[src/rtl/hload_pkg.sv]
package hload_pkg;
  typedef enum logic [4:0] {
    EXC_NONE  = 5'b00000,
    EXC_ALIGN = 5'b00001,
    EXC_PROT  = 5'b10000,
    EXC_TLB   = 5'b10010
  } exc_code_e;

  localparam int unsigned WORD_W = 32;
  localparam int unsigned BYTE_W = 8;
endpackage

[src/rtl/hload_agen.sv]
module hload_agen #(
  parameter int unsigned XW = 16,
  localparam int unsigned AW = hload_pkg::WORD_W + XW
) (
  input  logic [hload_pkg::WORD_W-1:0] src_a,
  input  logic [hload_pkg::WORD_W-1:0] src_b,
  input  logic                         join_en,
  output logic [AW-1:0]                byte_addr
);
  logic [hload_pkg::WORD_W-1:0] sum;

  // Sum wraps modulo 2^32; the extended form joins the operands.
  assign sum       = src_a + src_b;
  assign byte_addr = join_en ? {src_a[XW-1:0], src_b} : {{XW{1'b0}}, sum};
endmodule

[src/rtl/hload_fault.sv]
module hload_fault
  import hload_pkg::*;
(
  input  logic      um,
  input  logic      vm,
  input  logic      tlb_miss,
  input  logic      prot_fault,
  input  logic      addr_lsb,
  output exc_code_e code,
  output logic      any_fault,
  output logic      mode_fault
);
  logic tlb_hit, prot_hit;

  assign tlb_hit  = vm & tlb_miss;
  assign prot_hit = ~tlb_hit & um & vm & prot_fault;

  always_comb begin
    if (tlb_hit)       code = EXC_TLB;
    else if (prot_hit) code = EXC_PROT;
    else if (addr_lsb) code = EXC_ALIGN;
    else               code = EXC_NONE;
  end

  assign any_fault  = (code != EXC_NONE);
  assign mode_fault = tlb_hit | prot_hit;
endmodule

[src/rtl/hload_lane.sv]
module hload_lane
  import hload_pkg::*;
(
  input  logic [WORD_W-1:0] word,
  input  logic              upper_half_n,
  input  logic              keep_order,
  output logic [WORD_W-1:0] result
);
  logic [BYTE_W-1:0] at_addr, at_next;

  // upper_half_n = address bit 1: 0 selects offsets 0/1, 1 selects offsets 2/3.
  assign at_addr = upper_half_n ? word[15:8] : word[31:24];
  assign at_next = upper_half_n ? word[7:0]  : word[23:16];
  assign result  = {{(WORD_W-2*BYTE_W){1'b0}},
                    keep_order ? {at_addr, at_next} : {at_next, at_addr}};
endmodule

[src/rtl/hload_unit.sv]
module hload_unit
  import hload_pkg::*;
#(
  parameter int unsigned XW       = 16,
  parameter int unsigned RIDX_W   = 5,
  parameter bit          AREA_OPT = 1'b0,
  localparam int unsigned AW      = WORD_W + XW
) (
  input  logic              clk,
  input  logic              rst_n,
  input  logic              op_valid,
  input  logic [31:0]       op_a,
  input  logic [31:0]       op_b,
  input  logic              op_ext,
  input  logic              op_rev,
  input  logic [RIDX_W-1:0] op_rd,
  input  logic              mode_um,
  input  logic              mode_vm,
  input  logic              pg_tlb_miss,
  input  logic              pg_prot_fault,
  input  logic              pg_le,
  output logic              mem_rd_en,
  output logic [AW-1:0]     mem_addr,
  input  logic [31:0]       mem_rdata,
  output logic              wb_valid,
  output logic [RIDX_W-1:0] wb_rd,
  output logic [31:0]       wb_data,
  output logic              exc_valid,
  output logic [4:0]        exc_code,
  output logic              exc_s,
  output logic              exc_diz,
  output logic              exc_w,
  output logic [RIDX_W-1:0] exc_rx,
  output logic              exc_mode_upd,
  output logic              exc_ums,
  output logic              exc_vms
);
  typedef struct packed {
    logic [31:0]       a;
    logic [31:0]       b;
    logic              ext;
    logic              rev;
    logic [RIDX_W-1:0] rd;
    logic              um;
    logic              vm;
    logic              tlb;
    logic              prot;
    logic              le;
  } op_pay_t;

  op_pay_t in_pay, st_pay;
  logic    st_vld;

  assign in_pay = '{a: op_a, b: op_b, ext: op_ext, rev: op_rev, rd: op_rd,
                    um: mode_um, vm: mode_vm, tlb: pg_tlb_miss,
                    prot: pg_prot_fault, le: pg_le};

  // Optional operand stage for the area-optimized configuration.
  generate
    if (AREA_OPT) begin : g_stage
      op_pay_t pay_q;
      logic    vld_q;
      always_ff @(posedge clk or negedge rst_n) begin
        if (!rst_n) begin
          vld_q <= 1'b0;
          pay_q <= '0;
        end else begin
          vld_q <= op_valid;
          if (op_valid) pay_q <= in_pay;
        end
      end
      assign st_vld = vld_q;
      assign st_pay = pay_q;
    end else begin : g_direct
      assign st_vld = op_valid;
      assign st_pay = in_pay;
    end
  endgenerate

  logic [AW-1:0] ea;
  exc_code_e     f_code;
  logic          f_any, f_mode;
  logic          keep_order;

  hload_agen #(.XW(XW)) agen_i (
    .src_a(st_pay.a), .src_b(st_pay.b), .join_en(st_pay.ext), .byte_addr(ea)
  );

  hload_fault fault_i (
    .um(st_pay.um), .vm(st_pay.vm), .tlb_miss(st_pay.tlb),
    .prot_fault(st_pay.prot), .addr_lsb(ea[0]),
    .code(f_code), .any_fault(f_any), .mode_fault(f_mode)
  );

  assign keep_order = (~st_pay.vm & st_pay.rev)
                    | ( st_pay.vm & st_pay.rev & st_pay.le)
                    | ( st_pay.vm & ~st_pay.rev & ~st_pay.le);

  assign mem_rd_en = st_vld & ~f_any;
  assign mem_addr  = {ea[AW-1:2], 2'b00};

  // Response bookkeeping: next-state logic
  logic              ok_d, ok_q, xv_d, xv_q;
  logic              hsel_q, keep_q;
  logic [RIDX_W-1:0] rd_q;
  exc_code_e         code_d, code_q;
  logic              diz_d, diz_q, upd_d, upd_q, ums_d, ums_q, vms_d, vms_q;
  logic [RIDX_W-1:0] rx_d, rx_q;

  always_comb begin
    ok_d   = st_vld & ~f_any;
    xv_d   = st_vld & f_any;
    code_d = code_q;
    diz_d  = diz_q;
    rx_d   = rx_q;
    upd_d  = upd_q;
    ums_d  = ums_q;
    vms_d  = vms_q;
    if (xv_d) begin
      code_d = f_code;
      upd_d  = f_mode;
      if (f_mode) begin
        ums_d = st_pay.um;
        vms_d = st_pay.vm;
      end
      if (f_code == EXC_PROT)  diz_d = 1'b1;
      if (f_code == EXC_ALIGN) rx_d  = st_pay.rd;
    end
  end

  // Registers
  always_ff @(posedge clk or negedge rst_n) begin
    if (!rst_n) begin
      ok_q   <= 1'b0;
      xv_q   <= 1'b0;
      hsel_q <= 1'b0;
      keep_q <= 1'b0;
      rd_q   <= '0;
      code_q <= EXC_NONE;
      diz_q  <= 1'b0;
      rx_q   <= '0;
      upd_q  <= 1'b0;
      ums_q  <= 1'b0;
      vms_q  <= 1'b0;
    end else begin
      ok_q <= ok_d;
      xv_q <= xv_d;
      if (ok_d) begin
        hsel_q <= ea[1];
        keep_q <= keep_order;
        rd_q   <= st_pay.rd;
      end
      if (xv_d) begin
        code_q <= code_d;
        diz_q  <= diz_d;
        rx_q   <= rx_d;
        upd_q  <= upd_d;
        ums_q  <= ums_d;
        vms_q  <= vms_d;
      end
    end
  end

  hload_lane lane_i (
    .word(mem_rdata), .upper_half_n(hsel_q), .keep_order(keep_q), .result(wb_data)
  );

  assign wb_valid     = ok_q;
  assign wb_rd        = rd_q;
  assign exc_valid    = xv_q;
  assign exc_code     = code_q;
  assign exc_s        = 1'b0;  // loads never set the store bit
  assign exc_w        = 1'b0;  // halfword access
  assign exc_diz      = diz_q;
  assign exc_rx       = rx_q;
  assign exc_mode_upd = upd_q;
  assign exc_ums      = ums_q;
  assign exc_vms      = vms_q;
endmodule

[config.mk]
export PLATFORM = sky130hd
export DESIGN_NAME = hload_unit
export DESIGN_NICKNAME = d
export VERILOG_FILES = /design/src/rtl/hload_pkg.sv /design/src/rtl/hload_agen.sv /design/src/rtl/hload_fault.sv /design/src/rtl/hload_lane.sv /design/src/rtl/hload_unit.sv
export SDC_FILE = /design/constraint.sdc
export NUM_CORES = 1
export LEC_CHECK = 0
export BUFFER_PORTS_ARGS = -buffer_cell sky130_fd_sc_hd__buf_2
export CORE_ASPECT_RATIO = 0.75
export CORE_UTILIZATION = 50
export DETAILED_ROUTE_END_ITERATION = 7
export PLACE_DENSITY = 0.95
export REMOVE_ABC_BUFFERS = 1
export SETUP_SLACK_MARGIN = 0.15
export SLEW_MARGIN = 20
export SYNTH_ARGS = -nofsm -noshare
export SYNTH_HDL_FRONTEND = slang
export SYNTH_HIERARCHICAL = 1
export SYNTH_SLANG_ARGS = --single-unit
[constraint.sdc]
create_clock -name clk -period 4.9 [get_ports clk]
set_clock_uncertainty 0.2 [all_clocks]
set_input_delay 0.245 -clock clk [delete_from_list [all_inputs] [get_ports clk]]
set_output_delay 0.245 -clock clk [all_outputs]
set_load 0.02 [all_outputs]
# ---- Yosys cells after proc, flatten, opt, wreduce, memory -nomap -nowiden
# Index checks and enable logic that the tools add are counted.
dict set report totals {
  output_inout_bits 104
  reg_bits 23
  word_cells 44
  in_bits 111
}
dict set report classes {
  n_mux 7
  reduce_logical 4
  n_addsub 1
  bitwise_logic 19
  n_eq_ne 2
}
# op n
set ops {}
lappend ops {{48-bit 2-to-1 mux} 1}
lappend ops {{32-bit adder} 1}
lappend ops {{16-bit 2-to-1 mux} 1}
lappend ops {{8-bit 2-to-1 mux} 2}
lappend ops {{1-bit AND} 11}
lappend ops {{5-bit 2-to-1 mux} 2}
lappend ops {{2-bit AND reduction} 3}
lappend ops {{5-bit by 1-bit equality test with 1-bit output, second input constant} 1}
lappend ops {{5-bit equality test, second input constant} 1}
lappend ops {{1-bit inverter} 5}
lappend ops {{5-bit nonzero test} 1}
lappend ops {{1-bit bitwise OR} 3}
lappend ops {{1-bit 2-to-1 mux} 1}

# ---- Depth between registers and ports, before layout
# Gate-level depths: netlist of the first run.
dict set report depth {
  ltp_word 10
  depth_mapped 9
  mapped_depth_nobuf 9
}

# ---- Cells and area by module
# Netlist of the first run, hierarchy kept.
# module instances cells_each area_per_inst_um2 seq_area_each_um2
set by_module_without_submodules {}
lappend by_module_without_submodules {hload_agen 1 346 2260.9 0.0}
lappend by_module_without_submodules {hload_unit 1 62 915.9 575.6}
lappend by_module_without_submodules {hload_lane 1 37 548.0 0.0}
lappend by_module_without_submodules {hload_fault 1 12 71.3 0.0}

# ---- Worst setup path before layout of the first run
# OpenSTA, ideal clock, no wires.
dict set report synth_timing {
  path_kind {input-to-output}
  startpoint {input op_a[0]}
  endpoint {output mem_addr[26]}
  slack_ns 2.015
  path_stages 9
  n_path_buf 0
  arrival_ns 2.440
  required_time_ns 4.455
  path_cell_list {ha_1 > fa_1 > a21o_1 > a221oi_2 > o21bai_1 > nand3_1 > a31o_2 > nor2_1 > a211oi_1}
}
dict set report synth_via {
  elab_chain_len 2
}
# element line
set synth_rtl {}
lappend synth_rtl {{from (decl)} hload_unit.sv:12} ;# input logic [31:0] op_a,
lappend synth_rtl {{32-bit adder} hload_agen.sv:13} ;# assign sum = src_a + src_b;
lappend synth_rtl {{48-bit 2-to-1 mux} hload_agen.sv:14} ;# assign byte_addr = join_en ? {src_a[XW-1:0], src_b} : {{XW{1'b0}}, sum};
lappend synth_rtl {{to (decl)} hload_unit.sv:23} ;# output logic [AW-1:0] mem_addr,
# No other way between the ends.

# ---- Worst setup path in the final report of the first run
dict set report layout_timing {
  startpoint {input op_a[0]}
  endpoint {output mem_addr[18]}
}
# Same word-level chain as after synthesis.

==> impl_metrics.csv, run 1 <==
group,metric,value,unit
logic_synthesis,yosys.area_share.simple,20.73,%
setup_path,timing.critical_path.cells,"buf_2 -> ha_1 -> fa_1 -> a21o_1 -> a221oi_2 -> o21bai_1 -> a21oi_1 -> o21bai_1 -> xnor2_1 -> o21ai_1 -> buf_2",
routing,wl_per_cell,16.30,µm
logic_synthesis,synthMuxAreaShare,16.28,%
setup_path,crit_path_end_kind,"output port",
logic_synthesis,synthXorXnorAreaFrac,5.999,%
grt,grt-ovfl-total,0,
cts,h-tree-depth,1,
cts,clock_path_buffers,2,
timing,maxSlewHeadroom,41.25,%
finish,n_antenna_cell,0,
routing,drt_wl_total,11.92,mm
logic_synthesis,synth_compound_area_share,22.08,%
grt,antenna_found_initial,0,
timing,worst_slew_pin_slew,0.8813,ns
finish,nets,774,
floorplan,initial_utilization,51.78,%
finish,syn_to_final_growth,24.72,%
setup_path,critical_path_buf_inv_count,2,
pwr,peakVddDrop,0.0002698,V
setup_path,cp_data_arrival_time,2.71,ns
logic_synthesis,yosysTopAreaCellShare,15.16,%
cts,post_cts.repair.setup_buffers,0,
logic_synthesis,synth_area,0.003796,mm²
logic_synthesis,syn_inst,457,
cts,path_clk_slew,0.08,ns
logic_synthesis,yosysSeqAreaShare,15.16,%
cts,hold_buffers,1,
job,maxCapViolCount,0,
logic_synthesis,syn_area_per_cell,8.307,µm²
logic_synthesis,yosys.area.top_type,"dfrtp_1",
floorplan,std_cell_rows,27,
finish,seqCellArea,575.6,µm²
logic_synthesis,synth_top_family_by_area,"compound AO/OA/AOI/OAI gates",
grt,grt_pass1_vias,3979,
floorplan,die-area,0.007949,mm²
grt,grt_usage,29.46,%
pwr,leakagePower,2.456,nW
routing,antenna_left,0,
timing,fin_tns_setup,0,ns
routing,vias,4240,
timing,fin_crit,3.154,ns
setup_path,cpPeakStageDelay,0.41,ns
routing,drt_first_iter_violations,187,
timing,slew_violations,0,
finish,layout-drive-gt1-share,38.25,%
routing,drc,0,
setup_path,cp_slowest_cell,"fa_1",
logic_synthesis,yosys_most_used_dff,"dfrtp_1",
timing,fin_crit_sh,64.37,%
setup_path,path_max_fanout,4,
routing,vias_per_cell,5.800,
timing,fmax,317.0,MHz
cts,cts_tree,"yes",
logic_synthesis,yosys_warnings,6,
floorplan,dieWidth,102.6,µm
setup_path,setup.worst_path.start_class,"input pin",
floorplan,fp.dieH,77.46,µm
placement,gp_congestion,0.9728,
grt,grt_max_degree,40,
logic_synthesis,ys_ff_latch,23,
pwr,power,1.219,mW
setup_path,cp_top_family,"compound AO/OA/AOI/OAI gates",
cts,cts_sinks,23,
routing,firstDrtPassIters,5,
hold_path,hold_path.class,"input pin to register",
timing,rsz0062_at_grt,"no",
logic_synthesis,synth.distinct_cells,62,
cts,cts_root_buf,"clkbuf_8",
finish,fill_cells,617,
setup_path,required,4.45,ns
status,status,"complete, no violations",
timing,fin_hold_ws,0.02352,ns
grt,grt_pass1_wl,18.64,mm
timing,hold_viol,0,
timing,setup_viol,0,
cts,clk_latency,0.27,ns
pwr,powerDensity,257.4,mW/mm²
finish,multi_input_area,0.002962,mm²
placement,hpwl,9.910,mm
cts,numCtsBuffers,3,
logic_synthesis,synth_edf_count,0,
setup_path,criticalPathCategory,"input pin to output port",
floorplan,core_area,0.007331,mm²
logic_synthesis,synth.top_cells.by_area,"dfrtp_1 (15%), ha_1 (10%), mux2_2 (5.9%)",
logic_synthesis,synth_fa_ha_area_share,10.74,%
placement,port_buffers,194,
floorplan,ios,215,
logic_synthesis,synthArstFlopShare,100.0,%
cts,cts_resized,0,
==> Yosys cell counts, drive strengths merged, types with 2 or more instances <==
master	n
a211oi	7
a21o	21
a21oi	24
a221oi	3
a311oi	2
a31o	2
a31oi	10
and2	20
and3	7
buf	32
clkbuf	14
conb	3
dfrtp	23
ha	31
inv	8
mux2	20
mux4	16
nand2	55
nand3	12
nand3b	2
nand4	8
nor2	27
nor2b	3
nor3	8
nor4	2
o211a	2
o211ai	4
o21ai	35
o21bai	5
o22ai	3
o31ai	2
or3	2
or4	3
xnor2	15
xor2	11
==> layer usage <==
metal,up-vias,share of wire [%],wire length [µm],track usage (%)
met5,-,0,0,0
met4,0,1.9,229,9.286
met3,27,7.8,924,4.234
met2,220,48,5666,49.13
met1,1987,43,5095,39.02
li1,2006,-,-,-
==> layout make-up <==
type	instances	share of cell area, %
multi-input combinational	398	62.55
timing repair buffer	196	20.88
sequential	23	12.16
tap	101	2.669
clock buffer	3	0.8721
inverter	9	0.7135
clock inverter	1	0.1586
==> cell families (layout without fill, tap and decap cells) <==
family	count (synthesis)	in the layout
AND/OR/NAND/NOR	156	156
AO/OA/AOI/OAI	125	125
buffers and inverters	55	209
multiplexers	37	37
adder cells (fa/ha/maj)	32	32
XOR/XNOR	26	26
flip-flops	23	23
other	3	22
==> registers in the layout, indices dropped and copies added, names as in the netlist <==
name and count:
exc_ums 1, exc_mode_upd 1, exc_diz 1, keep_q 1, exc_valid 1, exc_code 5
hsel_q 1, exc_rx 5, exc_vms 1, wb_rd 5, wb_valid 1
==> placed cells by master, fill, tap and decap left out, types with 3 or more instances in the layout <==
master    count
xor2_1       11
o21ai_1      22
o21ai_0      13
xnor2_1      15
a21o_1       20
clkbuf_8      3
mux2_2       20
nand4_1       8
inv_1         8
and2_1       19
conb_1       22
mux4_1        6
a211oi_1      7
mux4_2       10
nor3_1        7
o21bai_1      5
nand2_1      54
ha_1         31
a21oi_1      23
o211ai_1      4
a31oi_1       9
o22ai_1       3
and3_1        7
buf_2       194
nor2_1       27
nor2b_1       3
or4_1         3
nand3_1      12
dfrtp_1      23
==> path summary, 6_finish.rpt <==
kind / startpoint / endpoint / slack, ns / depth (start not counted)
max: op_a[0] / mem_addr[18] / 1.75 / 11
min: op_rd[2] / exc_rx[2]$_DFFE_PN0P_ / 0.02 / 2
min in group asynchronous: rst_n / exc_rx[0]$_DFFE_PN0P_ / 0.28 / 2
min reg2reg: exc_diz$_DFFE_PN0P_ / exc_diz$_DFFE_PN0P_ / 0.27 / 1
max reg2reg: hsel_q$_DFFE_PN0P_ / hsel_q$_DFFE_PN0P_ / 3.43 / 1
max in group asynchronous: rst_n / hsel_q$_DFFE_PN0P_ / 3.89 / 2
==> power by group <==
group | internal [mW] | leakage [nW] | switching (mW)
Combinational | 0.339 | 2.15 | 0.477
Sequential | 0.231 | 0.283 | 0.0523
Clock | 0.0576 | 0.0217 | 0.0620
Total | 0.628 | 2.46 | 0.591
==> through the flow <==
step / instances / utilization [%] / setup slack [ns] / cell area [µm²]
6_report: 731 / 64.58 / 1.746 / 4735
5_1_grt: 731 / 64.58 / 1.578 / 4735
4_1_cts: 731 / 64.58 / 1.805 / 4735
3_5_place_dp: 726 / 63.78 / 1.815 / 4676
3_3_place_gp: 726 / 63.78 / 1.859 / 4676
2_1_floorplan: 430 / - / 2.015 / 3571
Note: power is estimated with default switching activity, not from simulation.
==> inputs of run 2 (changes only) <==
- ABC_AREA: default -> 1
- CORE_UTILIZATION: 50 -> 49
- PLACE_DENSITY: 0.95 -> 0.9
- clock period: 4.9 -> 3.05 ns (I/O delays scaled with it)
==> impl_metrics.csv, run 2 <==
group,metric,value,unit
status,status,"complete, no violations",
logic_synthesis,synth.top_cells.by_area,"nand2_1 (31%), inv_1 (14%), dfrtp_1 (13%)",
setup_path,path_max_fanout,5,
logic_synthesis,synth.distinct_cells,30,
routing,drc,0,
grt,grt_usage,26.92,%
floorplan,die-area,0.009694,mm²
timing,fin_tns_setup,0,ns
logic_synthesis,yosys_warnings,6,
finish,final_cell_mix,"nand2_1 (379), buf_2 (194), inv_1 (167)",
placement,port_buffers,194,
logic_synthesis,yosysSeqAreaShare,12.63,%
finish,n_antenna_cell,0,
grt,grt_pass1_vias,4844,
pwr,clockPowerShare,13.5,%
pwr,leakagePower,3.867,nW
placement,gp_congestion,0.9324,
setup_path,cpPeakStageDelay,0.47,ns
cts,path_clk_slew,0.06,ns
floorplan,fp.dieH,85.52,µm
grt,use_met1,36.21,%
grt,grt_pass1_wl,21.45,mm
timing,setup_viol,0,
routing,vias,5703,
cts,h-tree-depth,1,
setup_path,cp_data_arrival_time,2.12,ns
timing,maxSlewHeadroom,57.44,%
logic_synthesis,yosysTopAreaCellShare,31.22,%
setup_path,criticalPathCategory,"input pin to output port",
logic_synthesis,synth_edf_count,0,
grt,met2_usage,46.24,%
logic_synthesis,syn_inst,874,
finish,layout-drive-gt1-share,22.11,%
setup_path,crit_path_end_kind,"output port",
grt,top_usage_layer,"met2",
finish,syn_to_final_growth,23.94,%
routing,drt_wl_total,13.59,mm
floorplan,ios,215,
timing,fin_crit_sh,80.96,%
logic_synthesis,synthArstFlopShare,100.0,%
floorplan,initial_utilization,50.37,%
placement,hpwl,11.37,mm
finish,layout_commonest_cell,"nand2_1",
cts,cts_root_buf,"clkbuf_16",
grt,met3_usage,3.534,%
setup_path,crit_path_frequent_cell,"nand3_1",
pwr,powerDensity,364.7,mW/mm²
timing,hold_viol,0,
cts,cts_tree,"yes",
job,maxCapViolCount,0,
logic_synthesis,syn_area_per_cell,5.214,µm²
routing,drt_first_iter_violations,364,
floorplan,std_cell_rows,30,
timing,fmax,405.0,MHz
pwr,p_comb_share,66.2,%
setup_path,required,2.70,ns
pwr,peakVddDrop,0.0002266,V
pwr,internal-power,1.007,mW
floorplan,core_area,0.009046,mm²
routing,wl_per_cell,11.41,µm
pwr,power,2.060,mW
logic_synthesis,yosys.area.top_type,"nand2_1",
timing,rsz0062_at_grt,"no",
setup_path,timing.critical_path.cells,"buf_2 -> ha_1 -> fa_1 -> nand3_1 -> nand3_1 -> nand2_1 -> nand3_1 -> or2_2 -> nand3_1 -> nand2_1 -> buf_2",
routing,vias_per_cell,4.788,
pwr,sequentialPowerShare,20.3,%
cts,clk_latency,0.25,ns
setup_path,rrSetupSlack,1.84,ns
hold_path,hold_path.class,"input pin to register",
cts,numCtsBuffers,3,
logic_synthesis,yosys_most_used_dff,"dfrtp_1",
finish,nets,1207,
routing,firstDrtPassIters,7,
timing,fin_crit,2.469,ns
logic_synthesis,synth.most_common_cell,"nand2_1",
floorplan,dieWidth,113.4,µm
grt,grt-ovfl-total,0,
setup_path,cp_slowest_cell,"fa_1",
grt,grt_max_degree,33,
routing,antenna_left,0,
timing,worst_slew_pin_slew,0.6384,ns
logic_synthesis,synthTopCellsByCount,"nand2_1 (379), inv_1 (167), nand3_1 (89)",
timing,slew_violations,0,
pwr,p_sw,1.052,mW
pwr,switching_share,51.09,%
logic_synthesis,synth_area,0.004557,mm²
cts,post_cts.repair.setup_buffers,0,
cts,clock_path_buffers,2,
grt,antenna_found_initial,0,
logic_synthesis,ys_ff_latch,23,
cts,cts_sinks,23,
setup_path,setup.worst_path.start_class,"input pin",
-- run 2: cell types whose count changed after synthesis, moves of 18 or more --
cell / change
a21o_1: -19
nand2_1: +325
and2_1: -19
mux2_2: -20
nand3_1: +77
o21ai_1: -18
nor2_1: +20
inv_1: +159
-- run 2: worst paths after layout --
path                                      start                      end  cells past startpoint
min in group asynchronous                 rst_n       wb_valid$_DFF_PN0_                      2
max in group asynchronous                 rst_n  exc_code[2]$_DFFE_PN0P_                      2
setup reg to reg             hsel_q$_DFFE_PN0P_       hsel_q$_DFFE_PN0P_                      2
setup / recovery                        op_a[0]              mem_addr[8]                     11
hold reg to reg            wb_rd[0]$_DFFE_PN0P_     wb_rd[0]$_DFFE_PN0P_                      2
hold / removal                         op_valid       wb_valid$_DFF_PN0_                      3
-- run 2: stage by stage --
| step | cells | util (%) | hold slack, ns | cell area [µm²] | setup WS [ns] |
|---|---|---|---|---|---|
| after global routing | 1191 | 62.43 | 0.005794 | 5648 | 0.4009 |
| after floorplan | 854 | - | -0.3431 | 4337 | 1.034 |
| after detailed placement | 1180 | 60.77 | -0.04628 | 5498 | 0.5989 |
| final | 1191 | 62.43 | 0.008228 | 5648 | 0.5807 |
| after CTS | 1191 | 62.43 | 0.003820 | 5648 | 0.5975 |
| after global placement | 1180 | 60.77 | -0.05068 | 5498 | 0.6406 |
-- run 2: cells by family after synthesis --
kind of cell / after synthesis / synth area share, %
other cells: 3 / 0.2471
compound gates: 43 / 5.107
simple gates: 555 / 50.82
xor+xnor: 9 / 1.730
fa+ha+maj: 32 / 8.951
flops: 23 / 12.63
buf+inv: 209 / 20.51
-- run 2: repair_timing --
item	in CTS	in global routing
hold buffers	7	0
resized for setup	0	0
hold endpoints to repair	34	0
-- run 2: power groups by stage --
stage	logic [mW]	clock network (mW)	registers (mW)
floorplan	0.822	0	0.488
global placement	1.32	0	0.417
detailed placement	1.34	0	0.422
CTS	1.35	0.285	0.418
global route	1.51	0.296	0.427
finish	1.36	0.279	0.418
-- run 2: layer usage --
| metal | vias to the layer above | wire, µm |
|---|---|---|
| met5 | - | 0 |
| met4 | 0 | 285 |
| met3 | 22 | 1099 |
| met2 | 262 | 6143 |
| met1 | 2453 | 6058 |
| li1 | 2966 | - |
-- run 2: layout make-up --
type | count | area [µm²]
clock inverters | 1 | 5.005
inverters | 170 | 643.1
well taps | 128 | 160.2
fillers | 890 | 3398
clock buffers | 3 | 75.07
flip-flops and latches | 23 | 575.6
repair buffers | 205 | 1071
multi-input cells | 661 | 3118
-- run 2: worst max-delay path: cells and delay by family --
kind / cells / cell delay [ns]
buffers and inverters: 2 / 0.26
adder cells (fa/ha/maj): 2 / 0.73
AND/OR/NAND/NOR: 7 / 0.98
